==> config.mk <==
export PLATFORM = sky130hd
export DESIGN_NAME = lenseq_top
export DESIGN_NICKNAME = d
export VERILOG_FILES = /design/src/rtl/lenseq_pkg.sv /design/src/rtl/lenseq_dp.sv /design/src/rtl/lenseq_ctrl.sv /design/src/rtl/lenseq_top.sv
export SDC_FILE = /design/constraint.sdc
export NUM_CORES = 1
export LEC_CHECK = 0
export BUFFER_PORTS_ARGS = -buffer_cell sky130_fd_sc_hd__buf_2
export CAP_MARGIN = 15
export CORE_ASPECT_RATIO = 2
export CORE_MARGIN = 10
export CORE_UTILIZATION = 56
export CTS_BUF_LIST = sky130_fd_sc_hd__clkbuf_4 sky130_fd_sc_hd__clkbuf_8 sky130_fd_sc_hd__clkbuf_16
export CTS_CLUSTER_SIZE = 16
export DETAILED_ROUTE_END_ITERATION = 16
export PLACE_DENSITY = 0.78
export SYNTH_ARGS = -nofsm -noshare
export SYNTH_HDL_FRONTEND = slang
export SYNTH_SLANG_ARGS = --single-unit
==> constraint.sdc <==
create_clock -name clk -period 3.1 [get_ports clk]
set_clock_uncertainty 0.2 [all_clocks]
set_input_delay 0.62 -clock clk [delete_from_list [all_inputs] [get_ports clk]]
set_output_delay 0.62 -clock clk [all_outputs]
set_load 0.005 [all_outputs]
==> src/rtl/lenseq_pkg.sv <==
package lenseq_pkg;

  typedef enum logic [1:0] {
    PH_IDLE = 2'd0,
    PH_LEN  = 2'd1,
    PH_PAR  = 2'd2,
    PH_ACK  = 2'd3
  } phase_e;

  // control -> datapath
  typedef struct packed {
    phase_e phase;
    logic   load;
    logic   shift;
    logic   parSample;
    logic   finishOk;
  } seqStrobes_t;

  // datapath -> control
  typedef struct packed {
    logic dirTx;
    logic bcast;
    logic parBad;
    logic rxRangeOk;
    logic startOk;
  } dpStatus_t;

endpackage

==> src/rtl/lenseq_dp.sv <==
module lenseq_dp
  import lenseq_pkg::*;
#(
  parameter int LEN_BITS = 8,
  parameter int MAX_M0   = 16,
  parameter int MAX_M1   = 32,
  parameter int MAX_M2   = 128
) (
  input  logic                clk,
  input  logic                rst,
  input  seqStrobes_t         strobes,
  input  logic                masterTxIn,
  input  logic                bcastIn,
  input  logic [1:0]          modeIn,
  input  logic [LEN_BITS:0]   lenCountIn,
  input  logic                rxBit,
  output dpStatus_t           status,
  output logic                txBit,
  output logic [LEN_BITS:0]   xferCount
);

  localparam int CNT_W = LEN_BITS + 1;
  localparam int FULL  = 1 << LEN_BITS;

  logic [LEN_BITS-1:0] shReg;
  logic [CNT_W-1:0]    reqCount;
  logic [1:0]          modeQ;
  logic                dirTxQ;
  logic                bcastQ;
  logic                parAcc;
  logic                parBadQ;
  logic [CNT_W-1:0]    rxCount;
  logic                rxRangeOk;
  logic                startOk;

  function automatic logic [CNT_W-1:0] limitFor(input logic [1:0] m);
    case (m)
      2'd0:    limitFor = CNT_W'(MAX_M0);
      2'd1:    limitFor = CNT_W'(MAX_M1);
      2'd2:    limitFor = CNT_W'(MAX_M2);
      default: limitFor = '0;
    endcase
  endfunction

  // received code: all-zero stands for the full 2**LEN_BITS
  assign rxCount   = (shReg == '0) ? CNT_W'(FULL) : {1'b0, shReg};
  assign rxRangeOk = (rxCount <= limitFor(modeQ));
  assign startOk   = (modeIn != 2'd3) &&
                     (!masterTxIn || ((lenCountIn != '0) && (lenCountIn <= limitFor(modeIn))));

  always_ff @(posedge clk) begin
    if (rst) begin
      shReg     <= '0;
      reqCount  <= '0;
      modeQ     <= '0;
      dirTxQ    <= 1'b0;
      bcastQ    <= 1'b0;
      parAcc    <= 1'b0;
      parBadQ   <= 1'b0;
      xferCount <= '0;
    end else begin
      if (strobes.load) begin
        shReg    <= lenCountIn[LEN_BITS-1:0];
        reqCount <= lenCountIn;
        modeQ    <= modeIn;
        dirTxQ   <= masterTxIn;
        bcastQ   <= bcastIn;
        parAcc   <= 1'b0;
        parBadQ  <= 1'b0;
      end
      if (strobes.shift) begin
        parAcc <= parAcc ^ (dirTxQ ? shReg[LEN_BITS-1] : rxBit);
        shReg  <= {shReg[LEN_BITS-2:0], rxBit};
      end
      if (strobes.parSample) begin
        parBadQ <= parAcc ^ rxBit;
      end
      if (strobes.finishOk) begin
        xferCount <= dirTxQ ? reqCount : rxCount;
      end
    end
  end

  always_comb begin
    unique case (strobes.phase)
      PH_LEN:  txBit = dirTxQ ? shReg[LEN_BITS-1] : 1'b1;
      PH_PAR:  txBit = dirTxQ ? parAcc : 1'b1;
      PH_ACK:  txBit = dirTxQ ? 1'b1 : !(!parBadQ && rxRangeOk);
      default: txBit = 1'b1;
    endcase
  end

  assign status = '{dirTx: dirTxQ, bcast: bcastQ, parBad: parBadQ,
                    rxRangeOk: rxRangeOk, startOk: startOk};

  // bus released while idle
  a_r1_idle_released: assert property (@(posedge clk) disable iff (rst)
    strobes.phase == PH_IDLE |-> txBit);
  // sending master never pulls the acknowledge slot
  a_r4_tx_ack_released: assert property (@(posedge clk) disable iff (rst)
    (strobes.phase == PH_ACK && dirTxQ) |-> txBit);
  // receiving master leaves code and parity slots to the slave
  a_r7_rx_released: assert property (@(posedge clk) disable iff (rst)
    ((strobes.phase == PH_LEN || strobes.phase == PH_PAR) && !dirTxQ) |-> txBit);
  // a loaded count is always a legal byte count
  a_r10_count_legal: assert property (@(posedge clk) disable iff (rst)
    $past(strobes.finishOk) |-> (xferCount != '0 && xferCount <= CNT_W'(FULL)));

endmodule

==> src/rtl/lenseq_ctrl.sv <==
module lenseq_ctrl
  import lenseq_pkg::*;
#(
  parameter int LEN_BITS = 8
) (
  input  logic        clk,
  input  logic        rst,
  input  logic        startIn,
  input  logic        slotStrobe,
  input  logic        rxBit,
  input  dpStatus_t   status,
  output seqStrobes_t strobes,
  output logic        doneOut,
  output logic        monitorOut,
  output logic        rangeErr
);

  localparam int CW = $clog2(LEN_BITS);

  phase_e        state;
  logic [CW-1:0] bitCnt;
  logic          ackGood;

  assign ackGood = status.dirTx ? (status.bcast || !rxBit)
                                : (!status.parBad && status.rxRangeOk);

  always_comb begin
    strobes.phase     = state;
    strobes.load      = (state == PH_IDLE) && startIn && status.startOk;
    strobes.shift     = (state == PH_LEN) && slotStrobe;
    strobes.parSample = (state == PH_PAR) && slotStrobe;
    strobes.finishOk  = (state == PH_ACK) && slotStrobe && ackGood;
  end

  always_ff @(posedge clk) begin
    if (rst) begin
      state      <= PH_IDLE;
      bitCnt     <= '0;
      doneOut    <= 1'b0;
      monitorOut <= 1'b0;
      rangeErr   <= 1'b0;
    end else begin
      doneOut    <= 1'b0;
      monitorOut <= 1'b0;
      rangeErr   <= 1'b0;
      unique case (state)
        PH_IDLE: if (startIn) begin
          if (status.startOk) begin
            state  <= PH_LEN;
            bitCnt <= '0;
          end else begin
            rangeErr <= 1'b1;
          end
        end
        PH_LEN: if (slotStrobe) begin
          bitCnt <= bitCnt + 1'b1;
          if (bitCnt == CW'(LEN_BITS - 1)) state <= PH_PAR;
        end
        PH_PAR: if (slotStrobe) state <= PH_ACK;
        PH_ACK: if (slotStrobe) begin
          doneOut    <= ackGood;
          monitorOut <= !ackGood;
          state      <= PH_IDLE;
        end
        default: state <= PH_IDLE;
      endcase
    end
  end

  // outcomes are exclusive single-cycle pulses
  a_r10_one_outcome: assert property (@(posedge clk) disable iff (rst)
    $onehot0({doneOut, monitorOut, rangeErr}));
  a_r10_done_pulse: assert property (@(posedge clk) disable iff (rst)
    doneOut |=> !doneOut);
  a_r10_after_strobe: assert property (@(posedge clk) disable iff (rst)
    (doneOut || monitorOut) |-> $past(slotStrobe));
  // a refusal only answers a start seen while idle
  a_r6_err_from_start: assert property (@(posedge clk) disable iff (rst)
    rangeErr |-> ($past(startIn) && $past(state == PH_IDLE)));
  // directed, non-broadcast: acknowledge level decides the outcome
  a_r4_ack_decides: assert property (@(posedge clk) disable iff (rst)
    (state == PH_ACK && slotStrobe && status.dirTx && !status.bcast) |=> (doneOut == !$past(rxBit)));
  // broadcast send always completes
  a_r5_bcast_done: assert property (@(posedge clk) disable iff (rst)
    (state == PH_ACK && slotStrobe && status.dirTx && status.bcast) |=> doneOut);

endmodule

==> src/rtl/lenseq_top.sv <==
module lenseq_top
  import lenseq_pkg::*;
#(
  parameter int LEN_BITS = 8,
  parameter int MAX_M0   = 16,
  parameter int MAX_M1   = 32,
  parameter int MAX_M2   = 128
) (
  input  logic              clk,
  input  logic              rst,
  input  logic              startIn,
  input  logic              bcastIn,
  input  logic              masterTxIn,
  input  logic [1:0]        modeIn,
  input  logic [LEN_BITS:0] lenCountIn,
  input  logic              slotStrobe,
  input  logic              rxBit,
  output logic              txBit,
  output logic [LEN_BITS:0] xferCount,
  output logic              doneOut,
  output logic              monitorOut,
  output logic              rangeErr
);

  seqStrobes_t strobes;
  dpStatus_t   status;

  lenseq_ctrl #(.LEN_BITS(LEN_BITS)) u_ctrl (
    .clk        (clk),
    .rst        (rst),
    .startIn    (startIn),
    .slotStrobe (slotStrobe),
    .rxBit      (rxBit),
    .status     (status),
    .strobes    (strobes),
    .doneOut    (doneOut),
    .monitorOut (monitorOut),
    .rangeErr   (rangeErr)
  );

  lenseq_dp #(
    .LEN_BITS (LEN_BITS),
    .MAX_M0   (MAX_M0),
    .MAX_M1   (MAX_M1),
    .MAX_M2   (MAX_M2)
  ) u_dp (
    .clk        (clk),
    .rst        (rst),
    .strobes    (strobes),
    .masterTxIn (masterTxIn),
    .bcastIn    (bcastIn),
    .modeIn     (modeIn),
    .lenCountIn (lenCountIn),
    .rxBit      (rxBit),
    .status     (status),
    .txBit      (txBit),
    .xferCount  (xferCount)
  );

endmodule

Word level (Yosys, flattened, before mapping)

Index checks and enable logic that the tools add are counted.

Input bits: 18
Memories: 0
RAM bits: 0
ROM bits: 0
Register bits: 40
Output and inout bits: 13
Latch bits: 0

Bitwise operators: 6
Div/mod/pow operators: 0
Eq/ne operators: 15
Shift-type cells: 0
Add/subtract/negate cells: 1
Reduce and logical (&&, ||, !) cells: 28
Multiply operators: 0
Order comparisons: 2
Mux-type cells: 27

Operators by type and width:

| kind                  | count |
|---|---|
| $pmux W8 S3           | 2 |
| $le A9 B8 Y1          | 2 |
| $mux W9               | 2 |
| $mux W8               | 2 |
| $mux W2               | 6 |
| $ne A2 B2 Y1 const B  | 6 |
| $logic_and A1 B1 Y1   | 9 |
| $mux W1               | 9 |
| $mux W3               | 3 |
| $reduce_bool A9 Y1    | 1 |
| $eq A2 B2 Y1 const B  | 4 |
| $logic_not A8 Y1      | 1 |
| $pmux W2 S4           | 1 |
| $eq A2 B1 Y1 const B  | 3 |
| $logic_not A2 Y1      | 3 |
| $pmux W3 S2           | 1 |
| $reduce_and A6 Y1     | 1 |
| $reduce_bool A2 Y1    | 3 |
| $reduce_or A3 Y1      | 2 |
| $logic_not A1 Y1      | 5 |
| $not A1 Y1            | 4 |
| $reduce_and A4 Y1     | 1 |
| $add A3 B1 Y3 const B | 1 |
| $eq A3 B3 Y1 const B  | 1 |
| other kinds (4)       | 6 |

Logic depth before layout (Yosys ltp)

Gate-level depths: netlist of run 1.

Depth in word-level cells: 9
Depth in mapped cells: 10
Mapped depth without buffers: 8

Cells and area by module

Synthesis of run 1 repeated with hierarchy kept, for this count alone.

Cells, all modules: 244
Area, all modules: 2124.5 um^2

By module, submodules not included:

| module      | times used | cells each | area an instance (um^2) |
|---|---|---|---|
| lenseq_dp   | 1          | 192        | 1607.8 |
| lenseq_ctrl | 1          | 52         | 516.7 |

Worst setup path before layout of run 1

Ideal clock, no wire load.

Path type: input port to flip-flop
Start: in modeIn[1]
End: reg u_dp.bcastQ
Data required time: 2.772 ns
Path slack: 0.538 ns
Library setup time: 0.128 ns
Data arrival time: 2.234 ns
Stages on the path: 10
Path through: nand2b_1 ha_1 nor2b_1 o31a_1 o22ai_2 a22o_1 buf_4 buf_4 mux2i_1 nor2_1

Word-level cells in the longest chain between the ends: 7
Elaborated cells on any way between the ends: 10
Those cells by class: order compare: 1; eq/ne: 3; mux: 1; reduce/logical: 5

Ends and longest elaborated chain:

| item                                       | RTL line          | RTL |
|---|---|---|
| start, declared                            | lenseq_top.sv:14  | `input logic [1:0] modeIn,` |
| $eq A2 B2 Y1, or another cell as far along | lenseq_dp.sv:37   | `case (m)` |
| $pmux W8 S3                                | lenseq_dp.sv:37   |  |
| $le A9 B8 Y1                               | lenseq_dp.sv:49   | `(!masterTxIn \|\| ((lenCountIn != '0) && (lenCountIn <= limitFor(modeIn))));` |
| $logic_and A1 B1 Y1                        | lenseq_dp.sv:49   |  |
| $logic_or A1 B1 Y1                         | lenseq_dp.sv:49   |  |
| $logic_and A1 B1 Y1 (*)                    | lenseq_dp.sv:48   | `assign startOk = (modeIn != 2'd3) &&` |
| $logic_and A1 B1 Y1 (*)                    | lenseq_ctrl.sv:29 | `strobes.load = (state == PH_IDLE) && startIn && status.startOk;` |
| end signal, assigned                       | lenseq_dp.sv:67   | `bcastQ <= bcastIn;` |
| end, declared                              | lenseq_dp.sv:29   | `logic bcastQ;` |

Mark *: on every way between the ends. The rest lies on a longest branch, timed or not.
A chain may end at the register's enable or synchronous reset.

Worst setup path in the final report of run 1

Start: reg u_dp.modeQ[1]
End: out txBit

Word-level cells in the longest chain between the ends: 7
Elaborated cells on any way between the ends: 9
Those cells by class: order compare: 1; eq/ne: 2; mux: 3; reduce/logical: 3

Ends and longest elaborated chain:

| item                                       | RTL line         | RTL |
|---|---|---|
| start, declared                            | lenseq_dp.sv:27  | `logic [1:0] modeQ;` |
| start signal, assigned                     | lenseq_dp.sv:65  | `modeQ <= modeIn;` |
| $eq A2 B2 Y1, or another cell as far along | lenseq_dp.sv:37  |  |
| $pmux W8 S3 (*)                            | lenseq_dp.sv:37  |  |
| $le A9 B8 Y1 (*)                           | lenseq_dp.sv:47  | `assign rxRangeOk = (rxCount <= limitFor(modeQ));` |
| $logic_and A1 B1 Y1 (*)                    | lenseq_dp.sv:88  | `PH_ACK: txBit = dirTxQ ? 1'b1 : !(!parBadQ && rxRangeOk);` |
| $logic_not A1 Y1 (*)                       | lenseq_dp.sv:88  |  |
| $mux W1 (*)                                | lenseq_dp.sv:88  |  |
| $pmux W1 S3 (*)                            | lenseq_dp.sv:85  | `unique case (strobes.phase)` |
| end, declared                              | lenseq_top.sv:18 | `output logic txBit,` |

Marked as above.

==> run summary, run 1 <==
Outcome - completed
RSZ-0062 raised after global routing - false
Drt initial violations - 30
Via count - 1731
Synthesized area per cell - 9.17 µm²
Peak Freq - 344 MHz
Reg clk slew, reported paths - 0.08 ns
DR top layer - met4
Crit path launch type - register
Core area - 0.00365 mm²
Via density - 5.62
Critical path origin - u_dp.modeQ[1]$_SDFFE_PP0P_
HPWL Detailed - 3570 µm
CTS Sinks - 40
Syn Std Cell Area - 0.00211 mm²
Post-CTS Hold Buffers - 0
Most frequent cells in the layout - 40 x dfxtp_1, 37 x nor2_1, 31 x mux2i_1, 30 x buf_2, 17 x nand2_1
Share of the synthesized area in the top cell type - 38.0%
Antenna-violating nets left - 0
Vias in the first global route - 1833
Register area share after synthesis - 38.0%
DRC viols - 0
Crit path top cell by count - nand2b_1
CP required - 2.28 ns
Commonest non-fill, non-tap cell in the layout - dfxtp_1
Clk Latency, worst-skew pair - 0.29 ns
Critical path type - reg -> out
EDFF count, synth - 0
CTS tree - yes
R2r setup slk - 0.84 ns
Slew Viols, Final - 0
Post-CTS Resized - 0
Layout cells sized above 1 - 21.6%
Wirelength per Cell - 15.4 µm
Routed length on met1 - 1760 µm
Final total power - 0.00171 W
FF-to-FF End - u_dp.shReg[1]$_SDFFE_PP0P_
Antenna cells - 0
Worst hold path class - reg -> reg
Grt ovf - 0
Initial DRT Pass Iterations - 4
Die ar. - 0.00677 mm²
Layout area overhead - 15.0%
NumNets Final - 288
Post-synthesis async set-or-reset flop share - 0%
Synth warn - 0
Metal2 WL - 2590 µm
Worst r2r src - u_ctrl.state[0]$_SDFFE_PP0P_
Count of final setup violators - 0
Top Ports - 31
Cell count along the critical path - 9
Max Buffers Root-to-Sink - 2
Crit end category - primary output
FP Rows - 31
Num CTS Buffers - 5
GRT Resource Usage Total - 14.3%
Initial Utilization - 57.8%
Buffers on Ports - 30
Die W - 63.4 µm
Worst path max stage delay - 0.35 ns
Syn Inst Count - 230
Crit-path max FO - 4
Clk root buf - clkbuf_8
Synth cell types - 42
Period minus WS final - 2.91 ns
Largest net degree at the start of global routing - 32
Worst Setup EP - txBit
Max cap viols - 0
Final wirelength - 4750 µm
WL met3 - 196 µm
Setup TNS - 0 ns
Worst-margin pin slew - 0.681 ns
CP cell instances - nand2b_1 -> ha_1 -> nor2b_1 -> o32a_2 -> o22ai_1 -> nand2b_1 -> nand2_1 -> o211ai_1 -> buf_2
Post-Synthesis Net Count - 260
Final worst-path cycle share - 93.9%
Initial antenna violation count - 0
Main area contributors after synthesis - dfxtp_1 38%, mux2i_1 15%, ha_1 7.1%, nor2_1 6.6%, mux2_2 3.7%
Dominant cell type by area after synthesis - dfxtp_1
Setup Fix Bufs, Post-CTS - 0
Seq cells post-synth - 40
P_leak - 1.06 nW
Routability Congestion - 0.808
First-pass GRT wire length - 7940 µm
Slew headroom - 54.5%
Die height - 107 µm
Hold Vio Cnt, Final - 0
VDD IR max - 0.000475 V
H-tree levels - 2
Power per cell area - 705 mW/mm²
Slowest CP cell - o32a_2
Crit path buffers/inverters - 1
Top FF cell, synth - dfxtp_1
Critical Path AT - 2.09 ns
Reg2Reg Depth - 9
Delay-heaviest family, CP - compound AO/OA/AOI/OAI gates
sequential cells by signal, indices dropped and copies added (netlist names):
signal,count
u_ctrl.rangeErr,1
u_dp.modeQ,2
u_ctrl.bitCnt,3
u_dp.reqCount,9
u_ctrl.doneOut,1
u_dp.parBadQ,1
u_ctrl.monitorOut,1
u_dp.dirTxQ,1
u_dp.xferCount,9
u_ctrl.state,2
u_dp.shReg,8
u_dp.bcastQ,1
u_dp.parAcc,1
per-layer routing:
metal / GRT usage [%] / vias up
met4: 11.3 / 0
met3: 3.55 / 14
met2: 26.2 / 37
li1: - / 868
met5: 0 / -
met1: 13.0 / 812
cell type report:
type | instances | area (µm²)
Fill cell | 332 | 1220
Multi-Input combinational cell | 167 | 1200
Sequential cell | 40 | 801
Timing Repair Buffer | 34 | 193
Clock buffer | 7 | 96.3
Tap cell | 49 | 61.3
Inverter | 10 | 37.5
Clock inverter | 1 | 30.0
how the worst min path moves through the flow:
| stage | startpoint | end | slack [ns] | cells after the start |
|---|---|---|---|---|
| 4_1_cts | u_ctrl.bitCnt[2]$_SDFFE_PP0P_ | u_ctrl.bitCnt[2]$_SDFFE_PP0P_ | 0.29 | 2 |
| 2_1_floorplan | u_dp.reqCount[0]$_SDFFE_PP0P_ | u_dp.reqCount[0]$_SDFFE_PP0P_ | 0.25 | 2 |
| 5_1_grt | u_ctrl.bitCnt[2]$_SDFFE_PP0P_ | u_ctrl.bitCnt[2]$_SDFFE_PP0P_ | 0.31 | 2 |
| 3_3_place_gp | u_ctrl.bitCnt[2]$_SDFFE_PP0P_ | u_ctrl.bitCnt[2]$_SDFFE_PP0P_ | 0.27 | 2 |
| 3_5_place_dp | u_ctrl.bitCnt[2]$_SDFFE_PP0P_ | u_ctrl.bitCnt[2]$_SDFFE_PP0P_ | 0.28 | 2 |
| 6_report | u_ctrl.bitCnt[2]$_SDFFE_PP0P_ | u_ctrl.bitCnt[2]$_SDFFE_PP0P_ | 0.28 | 2 |
kinds of logic after synthesis:
group                    Yosys count  synth area share (%)
buffers and inverters             23                  4.87
adder cells (fa/ha/maj)           12                  7.12
XOR/XNOR                           1                 0.416
AO/OA/AOI/OAI                     38                  14.3
flip-flops                        40                  38.0
AND/OR/NAND/NOR                   78                  16.9
multiplexers                      38                  18.5
metrics by stage:
stage / std cells / setup slack, ns / cell area (µm²) / utilization, % / hold WS (ns)
finish: 308 / 0.190 / 2420 / 66.5 / 0.284
CTS: 307 / 0.123 / 2420 / 66.3 / 0.288
global route: 308 / 0.0319 / 2420 / 66.5 / 0.306
global placement: 299 / 0.329 / 2290 / 62.8 / 0.266
floorplan: 230 / 0.538 / 2110 / - / 0.254
detailed placement: 299 / 0.278 / 2290 / 62.8 / 0.278
synth_stat cells (4+ instances only):
library cell,count
a211oi_1,10
a21oi_1,4
clkbuf_1,9
dfxtp_1,40
ha_1,12
inv_1,10
mux2_2,7
mux2i_1,31
nand2_1,17
nand2b_1,5
nor2_1,37
nor3_1,5
o21ai_0,6
worst min-delay path: stages (launching register included):
cell and delay (ns):
dfxtp_1 0.32, inv_1 0.05, o32ai_1 0.08
power breakdown:
| part | internal (W) | leakage (nW) | switching, W |
|---|---|---|---|
| registers | 0.000578 | 0.325 | 0.0000665 |
| clock network | 0.000284 | 0.0645 | 0.000182 |
| logic | 0.000284 | 0.672 | 0.000313 |
Note: power is estimated with default switching activity, not from simulation.
==> run 2: changes to the inputs <==
Settings changed: CORE_UTILIZATION 56 to 50, HOLD_SLACK_MARGIN from default to 0.15, PLACE_DENSITY 0.78 to 0.71.
==> run summary, run 2 (synthesis gave the netlist of run 1 again) <==
Clk Latency, worst-skew pair - 0.29 ns
Worst-margin pin slew - 0.611 ns
Routed length on met1 - 1720 µm
Reg2Reg Depth - 8
Worst r2r src - u_dp.modeQ[1]$_SDFFE_PP0P_
Max cap viols - 0
Routability Congestion - 0.800
GRT Resource Usage Total - 13.2%
Vias in the first global route - 1791
RSZ-0062 raised after global routing - false
Max Buffers Root-to-Sink - 2
Commonest non-fill, non-tap cell in the layout - dfxtp_1
CTS tree - yes
Initial DRT Pass Iterations - 4
Final total power - 0.00169 W
Critical path type - reg -> out
R2r setup slk - 0.89 ns
NumNets Final - 289
Initial Utilization - 51.6%
FF-to-FF End - u_dp.xferCount[8]$_SDFFE_PP0P_
Initial antenna violation count - 0
Via count - 1670
Slew Viols, Final - 0
Most frequent cells in the layout - 40 x dfxtp_1, 37 x nor2_1, 31 x mux2i_1, 30 x buf_2, 17 x nand2_1
Hold Vio Cnt, Final - 0
Core area - 0.00409 mm²
Final worst-path cycle share - 93.5%
WL met3 - 199 µm
Reg clk slew, reported paths - 0.08 ns
Setup TNS - 0 ns
Largest net degree at the start of global routing - 24
Num CTS Buffers - 5
Slew headroom - 59.2%
Top Ports - 31
Grt ovf - 0
First-pass GRT wire length - 7850 µm
DR top layer - met4
Wirelength per Cell - 14.7 µm
Crit end category - primary output
CP required - 2.28 ns
Hold path depth - 2
Antenna-violating nets left - 0
HPWL Detailed - 3570 µm
Drt initial violations - 47
Biggest registers after layout - u_dp.reqCount: 9 flops, u_dp.xferCount: 9 flops, u_dp.shReg: 8 flops
Final wirelength - 4580 µm
Placed cell count - 303
Worst hold endpoint - u_ctrl.bitCnt[2]$_SDFFE_PP0P_
P_leak - 1.07 nW
Clk root buf - clkbuf_8
Metal2 WL - 2460 µm
Hold path start - u_ctrl.bitCnt[2]$_SDFFE_PP0P_
Die W - 65.9 µm
Die ar. - 0.00737 mm²
Buffers on Ports - 30
Via density - 5.35
Layout cells sized above 1 - 21.9%
Critical Path AT - 2.08 ns
Count of final setup violators - 0
Die height - 112 µm
Crit path launch type - register
Power per cell area - 695 mW/mm²
Crit-path max FO - 4
H-tree levels - 2
FP Rows - 33
Outcome - completed
Non-filler cells, final - 312
Worst hold path class - reg -> reg
Peak Freq - 345 MHz
Period minus WS final - 2.90 ns
Antenna cells - 0
Final hold slack - 0.282 ns
Layout area overhead - 15.5%
DRC viols - 0
VDD IR max - 0.000446 V
CTS Sinks - 40
run 2: cell count changes in the layout (fill, tap and decap cells not counted):
| cell | previous run | this run |
|---|---|---|
| buf_4 | 3 | 4 |
run 2: repair_timing:
item,in CTS,in global routing
resized for setup,0,0
hold buffers,0,0
setup endpoints to repair,0,1
setup buffers,0,1
run 2: how the worst max path moves through the flow:
stage | endpoint | slack, ns | depth (start not counted) | start
after global placement | u_ctrl.bitCnt[0]$_SDFFE_PP0P_ | 0.32 | 9 | modeIn[1]
after global routing | txBit | 0.03 | 9 | u_dp.modeQ[1]$_SDFFE_PP0P_
final | txBit | 0.20 | 9 | u_dp.modeQ[1]$_SDFFE_PP0P_
after detailed placement | u_ctrl.bitCnt[0]$_SDFFE_PP0P_ | 0.27 | 9 | modeIn[1]
after floorplan | u_dp.bcastQ$_SDFFE_PP0P_ | 0.54 | 10 | modeIn[1]
after CTS | txBit | 0.13 | 9 | u_dp.modeQ[1]$_SDFFE_PP0P_
run 2: report_power, final:
| group | internal, W | switching, W | total, W |
|---|---|---|---|
| clock | 0.000284 | 0.000179 | 0.000464 |
| sequential | 0.000578 | 0.0000647 | 0.000643 |
| combinational | 0.000285 | 0.000301 | 0.000586 |
| total | 0.00115 | 0.000546 | 0.00169 |
run 2: critical path, stage by stage, from the launching register on:
cell and delay (ns):
dfxtp_1 0.34, nand2b_1 0.15, ha_1 0.28, nor2b_1 0.13, o32a_2 0.36, o22ai_1 0.15
nand2b_1 0.09, nand2_1 0.07, o211ai_1 0.07, buf_2 0.14
run 2: layer usage:
metal	GRT usage [%]	up-vias
met5	0	-
met4	9.20	0
met3	4.22	11
met2	23.2	27
met1	12.2	758
li1	-	874
run 2: cell type report:
class / instances / area, µm²
fillers: 382 / 1650
multi-input cells: 167 / 1200
flip-flops and latches: 40 / 801
repair buffers: 35 / 200
clock buffers: 7 / 96.3
well taps: 52 / 65.1
inverters: 10 / 37.5
clock inverters: 1 / 30.0
run 2: through the flow:
stage | area (µm²) | setup slack, ns | utilization, %
4_1_cts | 2430 | 0.129 | 59.4
3_3_place_gp | 2300 | 0.324 | 56.3
6_report | 2430 | 0.200 | 59.6
3_5_place_dp | 2300 | 0.267 | 56.3
5_1_grt | 2430 | 0.0316 | 59.6
2_1_floorplan | 2110 | 0.538 | -
